**config.mk**
```make
export PLATFORM = sky130hd
export DESIGN_NAME = wbm_mac
export DESIGN_NICKNAME = d
export VERILOG_FILES = /design/src/rtl/wbm_pkg.sv /design/src/rtl/wbm_half_pick.sv /design/src/rtl/wbm_mul_stage.sv /design/src/rtl/wbm_acc_stage.sv /design/src/rtl/wbm_sticky.sv /design/src/rtl/wbm_mac.sv
export SDC_FILE = /design/constraint.sdc
export NUM_CORES = 2
export LEC_CHECK = 0
export ABC_AREA = 1
export CAP_MARGIN = 10
export CELL_PAD_IN_SITES_DETAIL_PLACEMENT = 0
export CELL_PAD_IN_SITES_GLOBAL_PLACEMENT = 1
export CORE_MARGIN = 1.5
export CORE_UTILIZATION = 30
export DETAILED_ROUTE_END_ITERATION = 10
export PLACE_DENSITY_LB_ADDON = 0.1
export SLEW_MARGIN = 25
export SYNTH_ARGS = -nofsm -noshare
export SYNTH_HDL_FRONTEND = slang
export SYNTH_HIERARCHICAL = 1
export SYNTH_SLANG_ARGS = --single-unit
```
**constraint.sdc**
```tcl
create_clock -name clk -period 16.05 [get_ports clk]
set_clock_uncertainty 0.05 [all_clocks]
set_input_delay 3.21 -clock clk [delete_from_list [all_inputs] [get_ports clk]]
set_output_delay 3.21 -clock clk [all_outputs]
set_load 0.005 [all_outputs]
```
**src/rtl/wbm_pkg.sv**
```systemverilog
package wbm_pkg;

    typedef enum logic {
        HALF_LOW  = 1'b0,
        HALF_HIGH = 1'b1
    } half_sel_e;

    // Two's-complement add overflow: the guard bit and the sign bit disagree.
    function automatic logic add_overflow(input logic guard_bit, input logic sign_bit);
        return guard_bit ^ sign_bit;
    endfunction

endpackage

```
**src/rtl/wbm_half_pick.sv**
```systemverilog
module wbm_half_pick #(
    parameter int H_W = 16
) (
    input  logic [2*H_W-1:0] word,
    input  logic             sel,
    output logic [H_W-1:0]   half
);
    import wbm_pkg::*;

    half_sel_e sel_e;

    always_comb begin
        sel_e = half_sel_e'(sel);
        if (sel_e == HALF_HIGH) begin
            half = word[2*H_W-1:H_W];
        end else begin
            half = word[H_W-1:0];
        end
    end

endmodule

```
**src/rtl/wbm_mul_stage.sv**
```systemverilog
module wbm_mul_stage #(
    parameter int A_W = 32,
    parameter int H_W = 16
) (
    input  logic                  clk,
    input  logic                  rst,
    input  logic                  fire,
    input  logic signed [A_W-1:0] op_a,
    input  logic signed [H_W-1:0] op_h,
    input  logic        [A_W-1:0] op_c,
    output logic                  s1_valid,
    output logic        [A_W-1:0] s1_phi,
    output logic        [A_W-1:0] s1_acc
);
    localparam int P_W = A_W + H_W;

    typedef struct packed {
        logic           valid;
        logic [A_W-1:0] phi;
        logic [A_W-1:0] acc;
    } s1_t;

    s1_t st_d, st_q;
    logic signed [P_W-1:0] prod_full;
    logic                  unused_prod_lo;

    always_comb begin
        prod_full      = P_W'(op_a) * P_W'(op_h);
        unused_prod_lo = ^prod_full[H_W-1:0];
        st_d           = st_q;
        st_d.valid     = fire;
        if (fire) begin
            st_d.phi = prod_full[P_W-1:H_W];
            st_d.acc = op_c;
        end
    end

    always_ff @(posedge clk) begin
        if (rst) begin
            st_q <= '0;
        end else begin
            st_q <= st_d;
        end
    end

    assign s1_valid = st_q.valid;
    assign s1_phi   = st_q.phi;
    assign s1_acc   = st_q.acc;

endmodule

```
**src/rtl/wbm_acc_stage.sv**
```systemverilog
module wbm_acc_stage #(
    parameter int A_W = 32
) (
    input  logic           clk,
    input  logic           rst,
    input  logic           s1_valid,
    input  logic [A_W-1:0] s1_phi,
    input  logic [A_W-1:0] s1_acc,
    output logic           res_valid,
    output logic [A_W-1:0] res_data,
    output logic           res_ovf,
    output logic           set_now
);
    import wbm_pkg::*;

    localparam int S_W = A_W + 1;

    typedef struct packed {
        logic           valid;
        logic [A_W-1:0] data;
        logic           ovf;
    } s2_t;

    s2_t            st_d, st_q;
    logic [S_W-1:0] sum_hi;
    logic           ovf_now;

    always_comb begin
        sum_hi     = {s1_phi[A_W-1], s1_phi} + {s1_acc[A_W-1], s1_acc};
        ovf_now    = add_overflow(sum_hi[S_W-1], sum_hi[S_W-2]);
        set_now    = s1_valid & ovf_now;
        st_d       = st_q;
        st_d.valid = s1_valid;
        st_d.ovf   = set_now;
        if (s1_valid) begin
            st_d.data = sum_hi[A_W-1:0];
        end
    end

    always_ff @(posedge clk) begin
        if (rst) begin
            st_q <= '0;
        end else begin
            st_q <= st_d;
        end
    end

    assign res_valid = st_q.valid;
    assign res_data  = st_q.data;
    assign res_ovf   = st_q.ovf;

    AST_HOLD_DATA: assert property (@(posedge clk) disable iff (rst)
        !s1_valid |=> $stable(res_data));
    AST_NO_MUL_OVF: assert property (@(posedge clk) disable iff (rst)
        (s1_valid && s1_acc == '0) |=> !res_ovf);

endmodule

```
**src/rtl/wbm_sticky.sv**
```systemverilog
module wbm_sticky (
    input  logic clk,
    input  logic rst,
    input  logic set,
    input  logic clr,
    output logic flag
);
    logic flag_d, flag_q;

    always_comb begin
        flag_d = (flag_q & ~clr) | set;
    end

    always_ff @(posedge clk) begin
        if (rst) begin
            flag_q <= 1'b0;
        end else begin
            flag_q <= flag_d;
        end
    end

    assign flag = flag_q;

    AST_STICKY_HOLD: assert property (@(posedge clk) disable iff (rst)
        (flag && !clr) |=> flag);
    AST_SET_WINS: assert property (@(posedge clk) disable iff (rst)
        set |=> flag);
    AST_NO_SPURIOUS_SET: assert property (@(posedge clk) disable iff (rst)
        (!flag && !set) |=> !flag);

endmodule

```
**src/rtl/wbm_mac.sv**
```systemverilog
module wbm_mac #(
    parameter int A_W = 32,
    parameter int H_W = 16
) (
    input  logic             clk,
    input  logic             rst,
    input  logic             in_valid,
    input  logic             in_cond,
    input  logic             in_half,
    input  logic [A_W-1:0]   in_a,
    input  logic [2*H_W-1:0] in_b,
    input  logic [A_W-1:0]   in_c,
    input  logic             flag_clr,
    output logic             res_valid,
    output logic [A_W-1:0]   res_data,
    output logic             sat_flag
);
    logic           fire;
    logic [H_W-1:0] half_op;
    logic           s1_valid;
    logic [A_W-1:0] s1_phi;
    logic [A_W-1:0] s1_acc;
    logic           res_ovf;
    logic           set_now;
    logic [1:0]     age_d, age_q;

    assign fire = in_valid & in_cond;

    wbm_half_pick #(.H_W(H_W)) pick_i (
        .word (in_b),
        .sel  (in_half),
        .half (half_op)
    );

    wbm_mul_stage #(.A_W(A_W), .H_W(H_W)) mul_i (
        .clk      (clk),
        .rst      (rst),
        .fire     (fire),
        .op_a     (in_a),
        .op_h     (half_op),
        .op_c     (in_c),
        .s1_valid (s1_valid),
        .s1_phi   (s1_phi),
        .s1_acc   (s1_acc)
    );

    wbm_acc_stage #(.A_W(A_W)) acc_i (
        .clk       (clk),
        .rst       (rst),
        .s1_valid  (s1_valid),
        .s1_phi    (s1_phi),
        .s1_acc    (s1_acc),
        .res_valid (res_valid),
        .res_data  (res_data),
        .res_ovf   (res_ovf),
        .set_now   (set_now)
    );

    wbm_sticky sticky_i (
        .clk  (clk),
        .rst  (rst),
        .set  (set_now),
        .clr  (flag_clr),
        .flag (sat_flag)
    );

    // Cycles since reset, saturating, so latency checks never look before reset.
    always_comb begin
        age_d = (age_q == 2'd2) ? age_q : age_q + 2'd1;
    end

    always_ff @(posedge clk) begin
        if (rst) begin
            age_q <= 2'd0;
        end else begin
            age_q <= age_d;
        end
    end

    AST_LATENCY: assert property (@(posedge clk) disable iff (rst)
        (age_q == 2'd2) |-> (res_valid == $past(fire, 2)));
    AST_FLAG_WITH_RESULT: assert property (@(posedge clk) disable iff (rst)
        (res_valid && res_ovf) |-> sat_flag);
    AST_CLEAR_TAKES: assert property (@(posedge clk) disable iff (rst)
        flag_clr |=> (!sat_flag || (res_valid && res_ovf)));
    AST_RESET_STATE: assert property (@(posedge clk) disable iff (rst)
        $past(rst) |-> (!res_valid && !sat_flag && res_data == '0));

endmodule

```
; ---- Word-level counts from Yosys, hierarchy flattened
; Cells that the tools add are included.
[word_totals]
ff_bits = 99
input_bits = 102
elab_cells = 15
output_inout_bits = 34
[classes]
mux = 1
multipliers = 1
add_sub_neg = 1
bitwise_logic = 6
[ops]
columns = op, n
row1 = $mul A32 B16 Y48, 1
row2 = $add A32 B32 Y33, 1
row3 = $mux W16, 1
row4 = $and A1 B1 Y1, 3
row5 = $not A1 Y1, 1
row6 = $or A1 B1 Y1, 1
row7 = $xor A1 B1 Y1, 1

; ---- Depth between registers and ports, before layout
[depth]
word_depth = 4
mapped_depth = 35
depth_no_buf = 32

; ---- Cells and area by module
; Netlist, hierarchy kept.
[by_module_without_submodules]
columns = mod, cells_each, area_each_um2, n_inst, seq_area_each_um2
row1 = wbm_mul_stage, 2869, 21250.4, 1, 1301.2
row2 = wbm_acc_stage, 669, 3687.3, 1, 680.7
row3 = wbm_half_pick, 52, 244.0, 1, 0.0
row4 = wbm_sticky, 5, 40.0, 1, 20.0
row5 = wbm_mac, 2, 7.5, 1, 0.0

; ---- Least setup slack after synthesis
; OpenSTA, ideal clock, no wires.
[synth_path]
path_kind = in2reg
from = in in_half
to = reg mul_i.st_q, in the netlist mul_i/s1_phi[5]
path_slack_ns = 7.350
setup_ns = 0.109
n_path_buf = 3
t_required_ns = 15.891
arrival_time_ns = 8.541
stages = 28
path_cell_list = buf_6 > inv_6 > buf_12 > nand2_1 > nand2_1 > clkbuf_1 > nand2_1 > fa_1 > inv_1 > fa_1 > inv_1 > fa_1 > inv_1 > fa_1 > fa_1 > inv_1 > fa_1 > inv_1 > ha_1 > a21oi_1 > o21ai_0 > a21oi_1 > nand2_2 > a21oi_1 > xor2_1 > nand2_1 > nand2_1 > inv_1
[synth_via]
elab_chain_len = 2
[synth_lines]
columns = item, line_no
row1 = from (decl), wbm_mac.sv:9  ; input logic in_half,
row2 = $mux W16, wbm_half_pick.sv:14  ; if (sel_e == HALF_HIGH) begin
row3 = net half_op[7], wbm_mac.sv:19  ; logic [H_W-1:0] half_op;
row4 = $mul A32 B16 Y48, wbm_mul_stage.sv:28  ; prod_full = P_W'(op_a) * P_W'(op_h);
row5 = to (signal assigned), wbm_mul_stage.sv:42  ; st_q <= st_d;
row6 = to (decl), wbm_mul_stage.sv:23  ; s1_t st_d, st_q;
; The timed path passes the listed nets, and every way through them passes these cells.
; A chain may end at the register's enable or synchronous reset.

; ---- Worst setup path after layout
[layout_path]
from = in in_half
to = reg mul_i.st_q, in the netlist mul_i/s1_phi[27]
; The elaborated chain is that of the path after synthesis.

==> summary.md <==
| Metric | Value |
|---|---|
| Outcome | `complete, no violations` |
| Htree depth | `3` |
| Via count | `about 21000` |
| WHS | `0.4215 ns` |
| Cell Area, Synth | `roughly 25000 um^2` |
| Slowest stage delay, CP | `~0.6 ns` |
| Max Freq | `slightly below 100 MHz` |
| Endpoint of the worst hold path | `sticky_i/flag` |
| Worst-Skew Late Latency | `0.37 ns` |
| CTS Buf Count | `9` |
| Diode count | `0` |
| Hold WC Path Type | `reg -> reg` |
| Placed cell area | `roughly 28000 um^2` |
| Reg2Reg Depth | `15` |
| Max Cap Violations | `0` |
| Unrepaired setup endpoints after global routing | `false` |
| RR Startpoint | `mul_i/s1_phi[0]` |
| Slowest CP cell | `fa_1` |
| Post-cts sizing count | `0` |
| Post-CTS Setup Inserts | `0` |
| Hold Path Depth | `2` |
| Layout cells sized above 1 | `about 3.3%` |
| Detailed Route WL | `between 80 and 90 mm` |
| Syn_nets | `~4300` |
| GRT overflow | `0` |
| Syn-to-layout area delta | `10.33%` |
| Final cycle utilization of the critical path | `around 64%` |
| TritonCTS clock tree | `built` |
| Max-slew headroom | `between 20% and 30%` |
| DR WL/cell | `roughly 18 um` |
| First DRT Iteration DRCs | `~930` |
| Vias in the first global route | `approximately 23000` |
| Min Tclk post-route | `roughly 10 ns` |
| Endpoints failing hold | `0` |
| GRT Util Overall | `about a fifth` |
| Slew Limit Fails | `0` |
| Worst path arrival time | `between 10 and 15 ns` |
| Hpwl dp | `slightly below 70 mm` |
| Pre-antenna DRT Iters | `7` |
| FP Rows | `~110` |
| Final setup vio count | `0` |
| Num ports | `136` |
| Via density | `4.417` |
| Pin count of the biggest net entering global routing | `52` |
| Clock Root Buffer | `clkbuf_16` |
| Core ar. | `around 83000 um^2` |
| CP max FO | `32` |
| Crit path kind | `in -> reg` |
| First-pass GRT wire length | `about 130 mm` |
| Crit path launch type | `primary input` |
| Die Y-Extent | `292.8 um` |
| Die area | `roughly 86000 um^2` |
| Avg Cell Area, Syn | `around 7 um^2` |
| Synth warnings | `6` |
| Slew @ Worst Pin | `1.119 ns` |
| R2R Setup Slk | `roughly 14 ns` |
| Antenna Violating Nets Remaining | `0` |
| Worst hold start | `sticky_i/flag` |
| Final Instance Area | `approximately 28000 um^2` |
| Post-route DRC | `0` |
| Final Util | `between 30 and 40%` |
| Reg2Reg Capture Point | `sticky_i/flag` |
| Die width | `292.8 um` |
| Initial antenna violation count | `1` |
| GPL Wtd Cong | `around 0.85` |
| Worst setup EP type | `flop` |
| CTS max path bufs | `2` |
| Starting Density | `about 30%` |
| # port buffers | `around 140` |
| Nets@finish | `~4400` |
| Worst Path Required | `16.27 ns` |
| Clk sinks | `99` |
| Final setup TNS | `0 ns` |
| Cells after synthesis | `3595` |
| CTS clk-pin slew, worst paths | `0.07 ns` |
| Hold Buf Count CTS | `0` |
[layer usage]
metal | vias up | part of all wire, % | GRT usage, %
met1 | 10260 | 48 | 27.97
met3 | 30 | 1.9 | 1.252
met5 | - | 0 | 0
met2 | 216 | 49 | 36.21
li1 | 10300 | - | -
met4 | 0 | 0.59 | 1.782
[state kept, by name (all words and copies together), names as in the netlist]
signal / flops
sticky_i/flag: 1
acc_i/res_valid: 1
mul_i/s1_acc: 32
mul_i/s1_valid: 1
acc_i/res_data: 32
mul_i/s1_phi: 32
[per-stage QoR]
| step | std cells | setup WS [ns] |
|---|---|---|
| after CTS | 4710 | 5.722 |
| final | 4710 | 5.744 |
| after global placement | 4694 | 5.256 |
| after floorplan | 3595 | 7.350 |
| after detailed placement | 4694 | 5.338 |
| after global routing | 4710 | 5.235 |
[worst max-delay path by stage]
stage	startpoint	endpoint	slack [ns]
after floorplan	in_half	mul_i/s1_phi[5]	7.35
after global placement	in_half	mul_i/s1_phi[27]	5.26
after detailed placement	in_half	mul_i/s1_phi[27]	5.34
after CTS	in_half	mul_i/s1_phi[27]	5.72
after global routing	in_half	mul_i/s1_phi[20]	5.23
final	in_half	mul_i/s1_phi[27]	5.74
[critical path, delay by kind of cell]
kind	cells	cell delay [ns]
fa+ha+maj	7	3.57
simple gates	10	2.09
buf+inv	9	1.30
compound gates	1	0.31
[cells in the final DEF, fill, tap and decap left out, drive strengths merged]
master	count
buf	22
nor3	17
clkdlybuf4s50	132
clkinvlp	1
fa	486
o211ai	2
a21oi	86
a21boi	3
xor2	14
clkbuf	9
nand2	1019
o21a	3
inv	1015
a31oi	9
nand3	95
and3	1
or2	9
clkinv	4
a21o	8
xnor2	14
and2	1
dfxtp	99
nand4	21
ha	143
o21ai	104
o21bai	9
nor2	299
nand3b	3
nor4	2
[area by class of cell]
class,instances,area [um^2]
Tap cell,1080,1351
Fill cell,9245,55620
Clock buffer,9,225.2
Sequential cell,99,1983
Multi-Input combinational cell,2348,18900
Inverter,1013,3807
Clock inverter,7,58.81
Timing Repair Buffer,154,1479
Power is left out: the tool's default activity adds up to more than one toggle a clock period on the data nets, which glitch-free logic cannot reach.
